### src/rtl/spi_chain_pkg.sv
package spi_chain_pkg;

  typedef struct packed {
    logic capture;  // select fell: load fault snapshot
    logic shift;    // serial clock rose while selected
    logic update;   // serial clock fell while selected
    logic commit;   // select rose after at least one full word
    logic clear;    // output enable seen low
  } ctrlStrobes_t;

endpackage

### src/rtl/spi_chain_ctrl.sv
module spi_chain_ctrl
  import spi_chain_pkg::*;
#(
  parameter int WORD = 8,
  parameter int SYNC = 2
) (
  input  logic         clk,
  input  logic         rstN,
  input  logic         sclkIn,
  input  logic         ssNIn,
  input  logic         sdiIn,
  input  logic         outEnNIn,
  output ctrlStrobes_t st,
  output logic         sdiBit,
  output logic         ssActive,
  output logic         frameErr
);

  localparam int CNTW = (WORD > 1) ? $clog2(WORD) : 1;
  localparam logic [CNTW-1:0] LAST = CNTW'(WORD - 1);

  logic [SYNC:0]   sclkPipe, ssPipe, sdiPipe, enPipe;
  logic [CNTW-1:0] bitCnt;
  logic            gotWord;
  logic            ssFall, ssRise, sclkRise, sclkFall;

  always_ff @(posedge clk or negedge rstN) begin
    if (!rstN) begin
      sclkPipe <= '0;
      ssPipe   <= '1;
      sdiPipe  <= '0;
      enPipe   <= '1;
    end else begin
      sclkPipe <= {sclkPipe[SYNC-1:0], sclkIn};
      ssPipe   <= {ssPipe[SYNC-1:0], ssNIn};
      sdiPipe  <= {sdiPipe[SYNC-1:0], sdiIn};
      enPipe   <= {enPipe[SYNC-1:0], outEnNIn};
    end
  end

  assign ssActive = !ssPipe[SYNC-1];
  assign ssFall   = ssPipe[SYNC] && !ssPipe[SYNC-1];
  assign ssRise   = !ssPipe[SYNC] && ssPipe[SYNC-1];
  assign sclkRise = ssActive && !sclkPipe[SYNC] && sclkPipe[SYNC-1];
  assign sclkFall = ssActive && sclkPipe[SYNC] && !sclkPipe[SYNC-1];
  assign sdiBit   = sdiPipe[SYNC-1];

  always_comb begin
    st.capture = ssFall;
    st.shift   = sclkRise && !ssFall;
    st.update  = sclkFall && !ssFall;
    st.commit  = ssRise && gotWord;
    st.clear   = !enPipe[SYNC-1];
  end

  always_ff @(posedge clk or negedge rstN) begin
    if (!rstN) begin
      bitCnt   <= '0;
      gotWord  <= 1'b0;
      frameErr <= 1'b0;
    end else begin
      if (ssFall) begin
        bitCnt  <= '0;
        gotWord <= 1'b0;
      end else if (sclkRise) begin
        if (bitCnt == LAST) begin
          bitCnt  <= '0;
          gotWord <= 1'b1;
        end else begin
          bitCnt <= bitCnt + 1'b1;
        end
      end
      if (ssRise) frameErr <= (bitCnt != '0);
    end
  end


  err_only_at_deselect_chk: assert property (@(posedge clk) disable iff (!rstN)
    !ssRise |=> $stable(frameErr));

endmodule

### src/rtl/spi_chain_dpath.sv
module spi_chain_dpath
  import spi_chain_pkg::*;
#(
  parameter int WORD = 8
) (
  input  logic            clk,
  input  logic            rstN,
  input  ctrlStrobes_t    st,
  input  logic            sdiBit,
  input  logic            ssActive,
  input  logic [WORD-1:0] faultIn,
  output logic [WORD-1:0] chanOn,
  output logic            sdoOut,
  output logic            sdoOe
);

  logic [WORD-1:0] shiftReg;
  logic            outBit;

  always_ff @(posedge clk or negedge rstN) begin
    if (!rstN) begin
      shiftReg <= '0;
      outBit   <= 1'b0;
    end else begin
      if (st.capture) begin
        shiftReg <= faultIn;
        outBit   <= faultIn[WORD-1];
      end else begin
        if (st.shift)  shiftReg <= {shiftReg[WORD-2:0], sdiBit};
        if (st.update) outBit   <= shiftReg[WORD-1];
      end
    end
  end

  always_ff @(posedge clk or negedge rstN) begin
    if (!rstN)          chanOn <= '0;
    else if (st.clear)  chanOn <= '0;
    else if (st.commit) chanOn <= shiftReg;
  end

  assign sdoOe  = ssActive || st.clear;
  assign sdoOut = st.clear ? 1'b0 : outBit;


  clear_empties_status_chk: assert property (@(posedge clk) disable iff (!rstN)
    st.clear |=> (chanOn == '0));


  status_holds_chk: assert property (@(posedge clk) disable iff (!rstN)
    (!st.commit && !st.clear) |=> $stable(chanOn));


  first_reply_bit_chk: assert property (@(posedge clk) disable iff (!rstN)
    st.capture |=> (outBit == $past(faultIn[WORD-1])));

endmodule

### src/rtl/spi_chain_slave.sv
module spi_chain_slave
  import spi_chain_pkg::*;
#(
  parameter int WORD = 8,
  parameter int SYNC = 2
) (
  input  logic            clk,
  input  logic            rstN,
  input  logic            sclkIn,
  input  logic            ssNIn,
  input  logic            sdiIn,
  input  logic            outEnNIn,
  input  logic [WORD-1:0] faultIn,
  output logic [WORD-1:0] chanOn,
  output logic            sdoOut,
  output logic            sdoOe,
  output logic            frameErr,
  output logic            faultN
);

  ctrlStrobes_t st;
  logic         sdiBit;
  logic         ssActive;

  spi_chain_ctrl #(.WORD(WORD), .SYNC(SYNC)) u_ctrl (
    .clk      (clk),
    .rstN     (rstN),
    .sclkIn   (sclkIn),
    .ssNIn    (ssNIn),
    .sdiIn    (sdiIn),
    .outEnNIn (outEnNIn),
    .st       (st),
    .sdiBit   (sdiBit),
    .ssActive (ssActive),
    .frameErr (frameErr)
  );

  spi_chain_dpath #(.WORD(WORD)) u_dpath (
    .clk      (clk),
    .rstN     (rstN),
    .st       (st),
    .sdiBit   (sdiBit),
    .ssActive (ssActive),
    .faultIn  (faultIn),
    .chanOn   (chanOn),
    .sdoOut   (sdoOut),
    .sdoOe    (sdoOe)
  );

  assign faultN = !(frameErr || (|faultIn));

endmodule

### config.mk
export PLATFORM = sky130hd
export DESIGN_NAME = spi_chain_slave
export DESIGN_NICKNAME = d
export VERILOG_FILES = /design/src/rtl/spi_chain_pkg.sv /design/src/rtl/spi_chain_ctrl.sv /design/src/rtl/spi_chain_dpath.sv /design/src/rtl/spi_chain_slave.sv
export SDC_FILE = /design/constraint.sdc
export NUM_CORES = 1
export LEC_CHECK = 0
export BUFFER_PORTS_ARGS = -buffer_cell sky130_fd_sc_hd__buf_2
export CAP_MARGIN = 20
export CORE_UTILIZATION = 30
export DETAILED_ROUTE_END_ITERATION = 8
export SLEW_MARGIN = 20
export SYNTH_ARGS = -nofsm -noshare
export SYNTH_HDL_FRONTEND = slang
export SYNTH_SLANG_ARGS = --single-unit
export TNS_END_PERCENT = 1
### constraint.sdc
create_clock -name clk -period 3.3 [get_ports clk]
set_input_delay 0.165 -clock clk [delete_from_list [all_inputs] [get_ports clk]]
set_output_delay 0.165 -clock clk [all_outputs]
set_load 0.05 [all_outputs]
### Word-level counts from Yosys, hierarchy flattened

Cells that the tools add are included.

* equality and inequality tests: 2
* muxes and demuxes: 13
* add/sub/neg operators: 1
* reduce and logical (&&, ||, !) cells: 25

Operator list (number)
* $mux 8: 4
* $logic_and 1x1->1: 9
* $mux 3: 3
* $reduce_bool 2->1: 4
* $reduce_or 8->1: 1
* $logic_not 1->1: 7
* $mux 1: 6
* $add 3x1->3 const B: 1
* $eq 3x3->1 const B: 1
* $reduce_bool 3->1: 1
* $logic_or 1x1->1: 2
* $ne 2x2->1 const B: 1
* $reduce_and 2->1: 1

* bits in registers: 32
* logic and storage cells: 51
* output and inout port bits: 12
* input port bits: 14

### Longest topological paths before layout

Gate-level depths: netlist of the first run.

* depth after elaboration: 6
* depth in mapped cells: 5
* gate-level depth less buffers: 4

### Cells and area by module

From an unflattened synthesis of the first run, not the netlist that was laid out.

* cell total of the unflattened synthesis: 111
* area total of the unflattened synthesis: 1358.8 um2

By module, submodules not included
* spi_chain_dpath: area each 752.0 um2, sequential area each 425.4 um2, cells each 64, instances 1
* spi_chain_ctrl: area each 580.6 um2, sequential area each 381.6 um2, cells each 44, instances 1
* spi_chain_slave: area each 26.3 um2, sequential area each 0.0 um2, cells each 3, instances 1

### Worst setup path before layout of the first run

Ideal clock, no wire load.

* kind: reg2out
* start: register u_ctrl.frameErr
* end: output port faultN
* cell stages (with the launch flop): 4
* required time: 3.135 ns
* buffers on the path: 0
* data arrival time: 2.305 ns
* setup slack: 0.830 ns
* cells stage by stage: dfrtp_1 > nor4_1 > nand2_1 > nor4_1

* cells in the longest elaborated chain, start to end: 2

Ends and longest elaborated chain
* start: declaration: line spi_chain_ctrl.sv:16 `output logic frameErr`
* start signal: assignment: line spi_chain_ctrl.sv:73 `if (ssRise) frameErr <= (bitCnt != '0);`
* $logic_or 1x1->1: line spi_chain_slave.sv:50 `assign faultN = !(frameErr || (|faultIn));`
* $logic_not 1->1: line spi_chain_slave.sv:50
* end: declaration: line spi_chain_slave.sv:18 `output logic faultN`

No other way between the ends.

### Worst setup path after layout of the first run

Same ends and word-level chain as after synthesis.

==> metrics.csv, run 1 <==
stage,metric,value,unit
drt,drc_errors,0,
worst_setup_path,arrival,1.42,ns
floorplanning,rows,23,
worst_setup_path,cp_slowest_cell,dfrtp_1,
finish,synthToLayoutAreaGrowth,25.1,%
worst_setup_path,rrSetupSlack,1.74,ns
timing,fmax,630,MHz
clocking,path_clk_slew,0.06,ns
global_route,grt_pass1_vias,956,
clocking,ctsResizeCount,0,
status,status,finished clean,
drt,drt_iter0_drc,76,
clocking,cts_sinks,32,
floorplanning,io_pins,26,
placement,io_buffers,25,
placement,place.gp.congestion,0.812,
synth,yosysTopAreaCell,dfrtp_1,
synth,yosys-top-cells-area,"dfrtp_1, dfstp_2, a21oi_1",
placement,dp.cells,191,
clocking,cts_tree,done,
drt,vias,987,
hold_path,hold_path.class,in2reg,
floorplanning,start_util,32.3,%
clocking,clockRootBuffer,clkbuf_8,
clocking,clockBufferDepth,2,
clocking,post_cts_buffers,0,
drt,viasPerCell,4.84,
floorplanning,die_x,68.8,um
clocking,clock_latency,0.28,ns
finish,final_util,40.4,%
synth,synth.cell_area,1340,um2
hold_path,holdPathStages,3,
finish,diodes,0,
timing,finalSetupTns,0,ns
drt,ant_nets,0,
synth,netlist.area_leader.share,50.5,%
floorplanning,die_area,4730,um2
timing,worstMarginPinSlew,0.764,ns
finish,final-instance-count-excl-fill,204,
hold_path,hp-start,faultIn[2],
synth,yosys_warnings,0,
worst_setup_path,crit_path_max_incr_delay,0.42,ns
global_route,grt_pass1_wl,4.46,mm
drt,drt-total-wl,2.64,mm
synth,avgSynthCellArea,11.1,um2
synth,syn_nets,138,
timing,rsz0062_at_grt,false,
worst_setup_path,critPathKind,reg2out,
global_route,antenna_found_initial,0,
synth,async_reset_ff_share,100,%
finish,drive_gt1_share,26.6,%
pwr,power,0.000945,W
synth,yosysUniqueCellTypes,23,
worst_setup_path,critical_path.cell_chain,nor4_1 -> nand2_1 -> nor4_1 -> buf_2,
timing,clock_skew,0.00147,ns
drt,drt-pass1-iter-count,4,
worst_setup_path,ff2ff_path_depth,3,
hold_path,min_to,u_dpath.shiftReg[2],
timing,post-route-period-util,48.1,%
synth,synth.ff_latch_count,32,
drt,wl_per_cell,12.9,um
pwr,leakage,0.829,nW
synth,synth_ff_type,dfrtp_1,
worst_setup_path,r2r-end,u_dpath.chanOn[2],
worst_setup_path,end_kind,primary output,
synth,synth_edf_count,0,
synth,synthCells,121,
worst_setup_path,crit_fanout,3,
clocking,htree_levels,2,
worst_setup_path,r2r-start,u_ctrl.ssPipe[1],
global_route,grt_max_degree,33,
timing,setup_viol,0,
floorplanning,die_h,68.8,um
clocking,cts_buffers,5,
pwr,powerDensity,565,nW/um2
timing,min_period,1.59,ns
global_route,overflow,0,
finish,multi_input_area,483,um2
flow_run,maxCapViolations,0,
timing,hold_violations,0,
synth,yosysSeqAreaShare,60.3,%
worst_setup_path,start_kind,flop,
finish,layout.nets,170,
worst_setup_path,cp.required,3.13,ns
timing,finalMaxSlewViolations,0,
worst_setup_path,crit_top_cell,nor4_1,
pwr,vdd.ir_drop.worst,234,uV
finish,fill_cells,409,
floorplanning,coreArea,4140,um2
finish,seqCellArea,807,um2
placement,dp_hpwl,1.90,mm
global_route,grt.total_usage,13.3,%
timing,maxSlewHeadroom,49.0,%
[state kept, by name (all words and copies together) (netlist names), 2 cells and up]
| signal | count |
|---|---|
| u_ctrl.sdiPipe | 2 |
| u_dpath.shiftReg | 8 |
| u_ctrl.sclkPipe | 3 |
| u_ctrl.ssPipe | 3 |
| u_ctrl.enPipe | 2 |
| u_dpath.chanOn | 8 |
| u_ctrl.bitCnt | 3 |
[report_power, final]
| group | internal, W | leakage [nW] | total [W] | switching [W] |
|---|---|---|---|---|
| Clock | 0.000266 | 0.0645 | 0.000404 | 0.000138 |
| Combinational | 0.0000372 | 0.373 | 0.0000911 | 0.0000539 |
| Sequential | 0.000423 | 0.391 | 0.000450 | 0.0000271 |
| Total | 0.000727 | 0.829 | 0.000945 | 0.000219 |
[worst max-delay path by stage]
stage,from,to,slack (ns),cells after the start
3_3_place_gp,u_ctrl.ssPipe[1],u_dpath.chanOn[0],1.82,3
6_report,u_ctrl.frameErr,faultN,1.71,4
5_1_grt,u_ctrl.frameErr,faultN,1.51,4
4_1_cts,u_ctrl.frameErr,faultN,1.71,4
3_5_place_dp,u_ctrl.ssPipe[1],u_dpath.chanOn[2],1.73,3
2_1_floorplan,u_ctrl.frameErr,faultN,0.83,3
[through the flow]
stage | cell area, um2 | hold WS, ns | setup WS [ns]
5_1_grt | 1670 | 0.174 | 1.51
3_3_place_gp | 1500 | 0.238 | 1.82
6_report | 1670 | 0.158 | 1.71
3_5_place_dp | 1500 | 0.247 | 1.73
2_1_floorplan | 1340 | -0.131 | 0.830
4_1_cts | 1670 | 0.152 | 1.71
[worst max-delay path, delay by kind of cell (launching register included)]
kind / cells / cell delay, ns
buf+inv: 1 / 0.31
flops: 1 / 0.42
simple gates: 3 / 0.43
[synth_stat cells, types with 2 or more instances]
cell       n
a21oi_1   20
buf_2      2
clkbuf_1   2
dfrtp_1   27
dfstp_2    5
ha_1       3
inv_1      5
mux2i_1    8
nand2_1   13
nor2_1     8
nor2b_1   11
nor4_1     2
o22ai_1    5
[layer usage]
metal | track usage, % | up-vias | part of all wire, %
met4 | 6.12 | 0 | 1.8
li1 | - | 478 | -
met3 | 3.95 | 7 | 4.7
met1 | 16.6 | 475 | 46
met5 | 0 | - | 0
met2 | 21.1 | 27 | 47
[cell usage in the layout (no fill, tap or decap)]
cell type,n
nor4_1,2
bufinv_16,1
ha_1,3
dfstp_2,5
clkbuf_8,7
or3b_4,1
nor2_1,8
dlygate4sd3_1,5
nand2_1,13
a21oi_1,20
o22ai_1,5
dfrtp_1,27
inv_1,5
o21ai_0,1
a41oi_1,1
nor2b_1,11
nand2b_1,1
or3_1,1
buf_2,25
nor3b_2,1
nand3b_1,1
and2_1,1
mux2i_1,8
or4b_2,1
[layout make-up]
cell class,instances,share of cell area [%]
Sequential cell,32,48.2
Multi-Input combinational cell,79,28.9
Timing Repair Buffer,30,10.5
Clock buffer,7,5.76
Tap cell,50,3.74
Clock inverter,1,1.80
Inverter,5,1.12
[kinds of logic (layout without fill, tap and decap cells)]
kind of cell | after synthesis | in the layout | synth area share (%)
adder cells (fa/ha/maj) | 3 | 3 | 2.81
buffers and inverters | 10 | 43 | 3.56
multiplexers | 8 | 8 | 5.99
AO/OA/AOI/OAI | 27 | 27 | 10.9
flip-flops | 32 | 32 | 60.3
AND/OR/NAND/NOR | 41 | 41 | 16.5
[repair_timing]
item,4_1_cts,5_1_grt
hold buffers,5,0
endpoints found under the hold margin,31,0
setup endpoints to repair,0,0
Note: power is estimated with default switching activity, not from simulation.
==> run 2, diff against run 1 <==
Settings changed: ABC_AREA set to 1.
Clock period 3.3 ns to 1.33 ns, I/O delays scaled along.
==> metrics.csv, run 2 <==
stage,metric,value,unit,change
pwr,powerDensity,1200,nW/um2,+110%
finish,fill_cells,462,,+13%
synth,yosys-top-cells-area,"dfrtp_1, nand2_1, nand3_1",,
synth,async_reset_ff_share,100,%,unchanged
worst_setup_path,crit_fanout,5,,+2
timing,clock_skew,0.00675,ns,+0.00527 ns
synth,yosysUniqueCellTypes,20,,-13%
synth,yosysMostFrequentCell,nand2_1,,
clocking,clock_latency,0.29,ns,about the same
synth,synth.ff_latch_count,32,,unchanged
worst_setup_path,cp_slowest_cell,dfstp_2,,
drt,viasPerCell,4.54,,-6.1%
pwr,p_switching,0.000630,W,+190%
synth,synth_edf_count,0,,unchanged
drt,drt-pass1-iter-count,7,,+3
floorplanning,rows,24,,+4.3%
worst_setup_path,start_kind,flop,,
global_route,grt.total_usage,14.0,%,+0.71 points
synth,yosysTopAreaCell,dfrtp_1,,
timing,hold_violations,0,,unchanged
placement,dp_hpwl,2.16,mm,+14%
pwr,leakage,0.994,nW,+20%
clocking,htree_levels,2,,unchanged
finish,layout.nets,218,,+28%
floorplanning,coreArea,4470,um2,+8.0%
worst_setup_path,crit_path_max_incr_delay,0.61,ns,+0.19 ns
timing,maxSlewHeadroom,74.2,%,+25 points
finish,drive_gt1_share,28.7,%,+2.1 points
drt,drt_iter0_drc,41,,-46%
synth,netlist_top_cells_count,"nand2_1, nand3_1, dfrtp_1",,
timing,fin_hold_ws,0.117,ns,-0.0404 ns
clocking,clockBufferDepth,2,,unchanged
clocking,cts_sinks,32,,unchanged
timing,post-route-period-util,94.4,%,
clocking,cts_tree,done,,
hold_path,hold_path.class,in2reg,,
pwr,power.share.switching,28.9,%,+5.8 points
finish,reg.largest.list,"u_dpath.chanOn (8), u_dpath.shiftReg (8)",,
worst_setup_path,path_delay_family,flip-flops,,
timing,setup_ws,0.0742,ns,-1.64 ns
synth,avgSynthCellArea,8.88,um2,-20%
worst_setup_path,arrival,1.19,ns,-0.23 ns
synth,synthCells,161,,+33%
global_route,overflow,0,,unchanged
finish,synthToLayoutAreaGrowth,26.6,%,
pwr,power_frac_seq,51.8,%,+4.2 points
timing,setup_viol,0,,unchanged
synth,netlist.area_leader.share,47.2,%,-3.3 points
worst_setup_path,end_kind,primary output,,
worst_setup_path,worst-path-buf-inv,1,,unchanged
global_route,antenna_found_initial,0,,unchanged
flow_run,maxCapViolations,0,,unchanged
global_route,grt_pass1_wl,5.25,mm,+18%
pwr,internal_power,0.00155,W,+110%
floorplanning,die_area,5050,um2,+6.7%
synth,synth.cell_area,1430,um2,+6.9%
pwr,vdd.ir_drop.worst,583,uV,+150%
clocking,path_clk_slew,0.07,ns,about the same
synth,syn_nets,178,,+29%
floorplanning,io_pins,26,,unchanged
synth,yosys_warnings,0,,unchanged
timing,fmax,796,MHz,
timing,rsz0062_at_grt,false,,
placement,io_buffers,25,,unchanged
clocking,cts_buffers,5,,unchanged
placement,preCtsSetupSlack,0.0748,ns,-1.65 ns
synth,synth_ff_type,dfrtp_1,,
drt,vias,1154,,+17%
drt,drt-total-wl,2.98,mm,+13%
worst_setup_path,cp.required,1.26,ns,-1.87 ns
drt,wl_per_cell,11.7,um,-9.3%
floorplanning,die_x,71.0,um,+3.3%
finish,final_cell_mix,"nand2_1, nand3_1, dfrtp_1",,
pwr,p_comb_share,14.4,%,+4.8 points
floorplanning,die_h,71.0,um,+3.3%
placement,place.gp.congestion,0.776,,-4.5%
pwr,p_clk_share,33.8,%,-8.9 points
finish,multi_input_area,552,um2,+14%
worst_setup_path,critPathKind,reg2out,,
clocking,clockRootBuffer,clkbuf_8,,
global_route,grt_pass1_vias,1124,,+18%
synth,yosysSeqAreaShare,56.4,%,-3.9 points
floorplanning,start_util,32.0,%,-0.31 points
timing,worstMarginPinSlew,0.387,ns,-0.377 ns
drt,drc_errors,0,,unchanged
finish,seqCellArea,807,um2,unchanged
timing,finalSetupTns,0,ns,unchanged
worst_setup_path,critical_path.cell_chain,nand2_1 -> buf_2,,
finish,final_common_cell,nand2_1,,
global_route,grt_max_degree,19,,-42%
status,status,finished clean,,
timing,min_period,1.26,ns,
drt,ant_nets,0,,unchanged
timing,finalMaxSlewViolations,0,,unchanged
finish,diodes,0,,unchanged
==> run 2: power by group through the flow <==
stage               logic [W]  registers [W]  clock network [W]
global route         0.000357        0.00114           0.000790
floorplan            0.000185        0.00115                  0
global placement     0.000288        0.00115                  0
CTS                  0.000316        0.00113           0.000764
finish               0.000313        0.00113           0.000737
detailed placement   0.000293        0.00115                  0
==> run 2: layout make-up <==
| cell class | instances | share of cell area [%] |
|---|---|---|
| clock buffer | 5 | 3.80 |
| clock inverter | 3 | 1.04 |
| inverter | 11 | 2.28 |
| multi-input combinational | 112 | 30.5 |
| sequential | 32 | 44.6 |
| tap | 52 | 3.59 |
| timing repair buffer | 39 | 14.2 |
==> run 2: worst paths after layout <==
kind	slack [ns]	cells after the start	end	startpoint
setup / recovery	0.07	2	sdoOe	u_ctrl.ssPipe[1]
hold / removal	0.12	5	u_dpath.shiftReg[3]	faultIn[3]
setup reg to reg	0.08	6	u_dpath.shiftReg[7]	u_ctrl.ssPipe[1]
hold reg to reg	0.35	0	u_ctrl.sdiPipe[1]	u_ctrl.sdiPipe[0]
max in group asynchronous	0.62	3	u_ctrl.enPipe[1]	rstN
min in group asynchronous	0.22	2	u_ctrl.bitCnt[1]	rstN
==> run 2: per-layer routing <==
| layer | vias to the layer above | track usage [%] | share of wire, % |
|---|---|---|---|
| li1 | 591 | - | - |
| met1 | 531 | 17.1 | 47 |
| met2 | 25 | 22.3 | 47 |
| met3 | 7 | 3.42 | 3.5 |
| met4 | 0 | 8.67 | 2.8 |
| met5 | - | 0 | 0 |
==> run 2: logic make-up (layout without fill, tap and decap cells) <==
kind of cell | after synthesis | after routing | synth area share (%)
compound gates | 3 | 3 | 1.05
flops | 32 | 32 | 56.4
buf+inv | 17 | 58 | 6.12
simple gates | 106 | 106 | 33.8
fa+ha+maj | 3 | 3 | 2.62
==> run 2: through the flow <==
stage                     cells  cell area (um2)  utilization, %  total power, W
after floorplan             161             1430               -         0.00133
after global placement      239             1640            36.7         0.00144
after detailed placement    239             1640            36.7         0.00144
after CTS                   254             1800            40.2         0.00221
after global routing        254             1810            40.5         0.00229
final                       254             1810            40.5         0.00218
==> run 2: worst register-to-register path, cell delays in order (launching register included) <==
cell	delay (ns)
dfstp_2	0.61
inv_2	0.09
buf_4	0.18
nand3_1	0.10
nand2_1	0.06
nand2_1	0.06
nand2_1	0.05
==> run 2: what timing repair did <==
action                                  in CTS  in global routing
endpoints found under the hold margin       16                  0
gates resized for setup                      1                  2
setup buffers                                2                  0
hold buffers                                 5                  0
endpoints found under the setup margin       1                  7
==> run 3, diff against run 2 <==
Settings changed: BUFFER_PORTS_ARGS -buffer_cell sky130_fd_sc_hd__buf_2 to -buffer_cell sky130_fd_sc_hd__buf_4, RECOVER_POWER set to 50.
==> metrics.csv, run 3 (same netlist as run 2, synthesis figures left out) <==
stage,metric,value,unit,change
status,status,finished clean,,
hold_path,hold_path.class,in2reg,,
floorplanning,rows,24,,unchanged
worst_setup_path,cp.required,1.26,ns,about the same
worst_setup_path,critPathKind,reg2out,,
global_route,overflow,0,,unchanged
pwr,power_frac_seq,50.9,%,-0.9 points
floorplanning,coreArea,4470,um2,unchanged
finish,layout.nets,215,,-1.4%
worst_setup_path,cp_slowest_cell,dfstp_2,,
finish,final_cell_mix,"nand2_1, nand3_1, dfrtp_1",,
clocking,clockBufferDepth,2,,unchanged
clocking,clockRootBuffer,clkbuf_8,,
pwr,internal_power,0.00161,W,+4.1%
floorplanning,start_util,32.0,%,unchanged
worst_setup_path,critical_path.cell_chain,nand2_1 -> buf_4,,
flow_run,maxCapViolations,0,,unchanged
finish,synthToLayoutAreaGrowth,28.7,%,
finish,diodes,0,,unchanged
pwr,vdd.ir_drop.worst,702,uV,+20%
drt,drc_errors,0,,unchanged
placement,dp_hpwl,2.06,mm,-4.4%
drt,viasPerCell,4.39,,-3.5%
pwr,p_comb_share,14.2,%,-0.2 points
finish,final_util,41.1,%,+0.67 points
finish,reg.largest.list,"u_dpath.chanOn (8), u_dpath.shiftReg (8)",,
global_route,grt_max_degree,33,,+14
drt,wl_per_cell,11.5,um,-2.3%
clocking,cts_sinks,32,,unchanged
timing,post-route-period-util,93.1,%,-1.3 points
finish,drive_gt1_share,27.1,%,-1.6 points
finish,final_common_cell,nand2_1,,
floorplanning,io_pins,26,,unchanged
clocking,htree_levels,2,,unchanged
clocking,cts_tree,done,,
drt,ant_nets,0,,unchanged
timing,setup_viol,0,,unchanged
drt,drt-total-wl,2.88,mm,-3.5%
finish,final-instance-count-excl-fill,251,,-1.2%
pwr,p_clk_share,34.9,%,+1.1 points
placement,io_buffers,25,,unchanged
pwr,power.share.switching,27.5,%,-1.4 points
pwr,leakage,0.989,nW,-0.42%
timing,rsz0062_at_grt,false,,
floorplanning,die_x,71.0,um,unchanged
placement,place_area,1680,um2,+2.4%
pwr,p_switching,0.000613,W,-2.7%
worst_setup_path,crit_fanout,5,,unchanged
clocking,clock_latency,0.29,ns,about the same
timing,finalSetupTns,0,ns,unchanged
timing,hold_violations,0,,unchanged
timing,min_period,1.24,ns,-0.0178 ns
drt,vias,1101,,-4.6%
global_route,grt.total_usage,13.2,%,-0.77 points
clocking,path_clk_slew,0.07,ns,about the same
global_route,grt_pass1_wl,5.00,mm,-4.9%
worst_setup_path,crit_path_max_incr_delay,0.61,ns,about the same
timing,clock_skew,0.00838,ns,+0.00164 ns
floorplanning,die_h,71.0,um,unchanged
timing,fmax,808,MHz,+1.4%
floorplanning,die_area,5050,um2,unchanged
clocking,cts_buffers,5,,unchanged
worst_setup_path,start_kind,flop,,
drt,drt_iter0_drc,51,,+24%
global_route,grt_pass1_vias,1087,,-3.3%
timing,finalMaxSlewViolations,0,,unchanged
global_route,antenna_found_initial,0,,unchanged
placement,place.gp.congestion,0.804,,+3.6%
finish,finish.instance_area,1840,um2,+1.7%
timing,worstMarginPinSlew,0.761,ns,+0.374 ns
worst_setup_path,end_kind,primary output,,
placement,dp.cells,236,,-1.3%
timing,maxSlewHeadroom,49.3,%,-25 points
worst_setup_path,arrival,1.17,ns,-0.02 ns
drt,drt-pass1-iter-count,6,,-1
finish,fill_cells,447,,-3.2%
pwr,powerDensity,1210,nW/um2,+0.44%
[run 3: cell types whose count changed in the layout (fill, tap and decap cells not counted), moves of 2 or more]
cell      delta
buf_4       +16
clkbuf_4     +4
buf_2       -24
clkinv_2     -2
[run 3: worst paths after layout]
check | startpoint | end | slack, ns | cells past startpoint
max | u_ctrl.ssPipe[1] | sdoOe | 0.09 | 2
min | faultIn[3] | u_dpath.shiftReg[3] | 0.12 | 5
max reg2reg | u_ctrl.ssPipe[1] | u_dpath.shiftReg[5] | 0.09 | 7
min reg2reg | u_ctrl.sclkPipe[0] | u_ctrl.sclkPipe[1] | 0.35 | 0
max in group asynchronous | rstN | u_dpath.shiftReg[0] | 0.46 | 2
min in group asynchronous | rstN | u_ctrl.bitCnt[1] | 0.38 | 2
[run 3: cell type report]
type	count	area, um2	share of cell area [%]
Clock buffer	7	86.3	4.69
Clock inverter	1	7.51	0.408
Inverter	11	43.8	2.38
Multi-Input combinational cell	112	538	29.2
Sequential cell	32	807	43.8
Tap cell	52	65.1	3.54
Timing Repair Buffer	36	293	15.9
[run 3: through the flow]
stage | power [W] | hold WS, ns | worst slack (ns)
2_1_floorplan | 0.00133 | -0.229 | 0.0885
3_3_place_gp | 0.00145 | 0.0286 | 0.124
3_5_place_dp | 0.00145 | 0.0271 | 0.0860
4_1_cts | 0.00225 | 0.116 | 0.0623
5_1_grt | 0.00234 | 0.141 | 0.0102
6_report | 0.00222 | 0.119 | 0.0920
[run 3: worst max-delay path: cells and delay by family, from the launching register on]
family | cells | cell delay, ns
buffers and inverters | 1 | 0.19
DFF | 1 | 0.61
and+or+nand+nor | 1 | 0.08
[run 3: power by group through the flow]
stage / Clock [W] / Combinational (W) / Sequential (W)
finish: 0.000776 / 0.000317 / 0.00113
global route: 0.000838 / 0.000365 / 0.00114
CTS: 0.000799 / 0.000324 / 0.00113
detailed placement: 0 / 0.000302 / 0.00115
global placement: 0 / 0.000300 / 0.00115
floorplan: 0 / 0.000185 / 0.00115
[run 3: what timing repair did]
item                                   4_1_cts  5_1_grt
setup endpoints to repair                    1        6
hold buffers                                 5        0
buffers inserted                             2        0
gates resized for setup                      0        1
endpoints found under the hold margin       31        0
[run 3: routing by layer]
layer	GRT usage, %	vias up	routed length, um
met4	6.67	0	50
met5	0	-	0
li1	-	587	-
met2	20.7	23	1320
met3	3.85	6	92
met1	16.7	485	1410
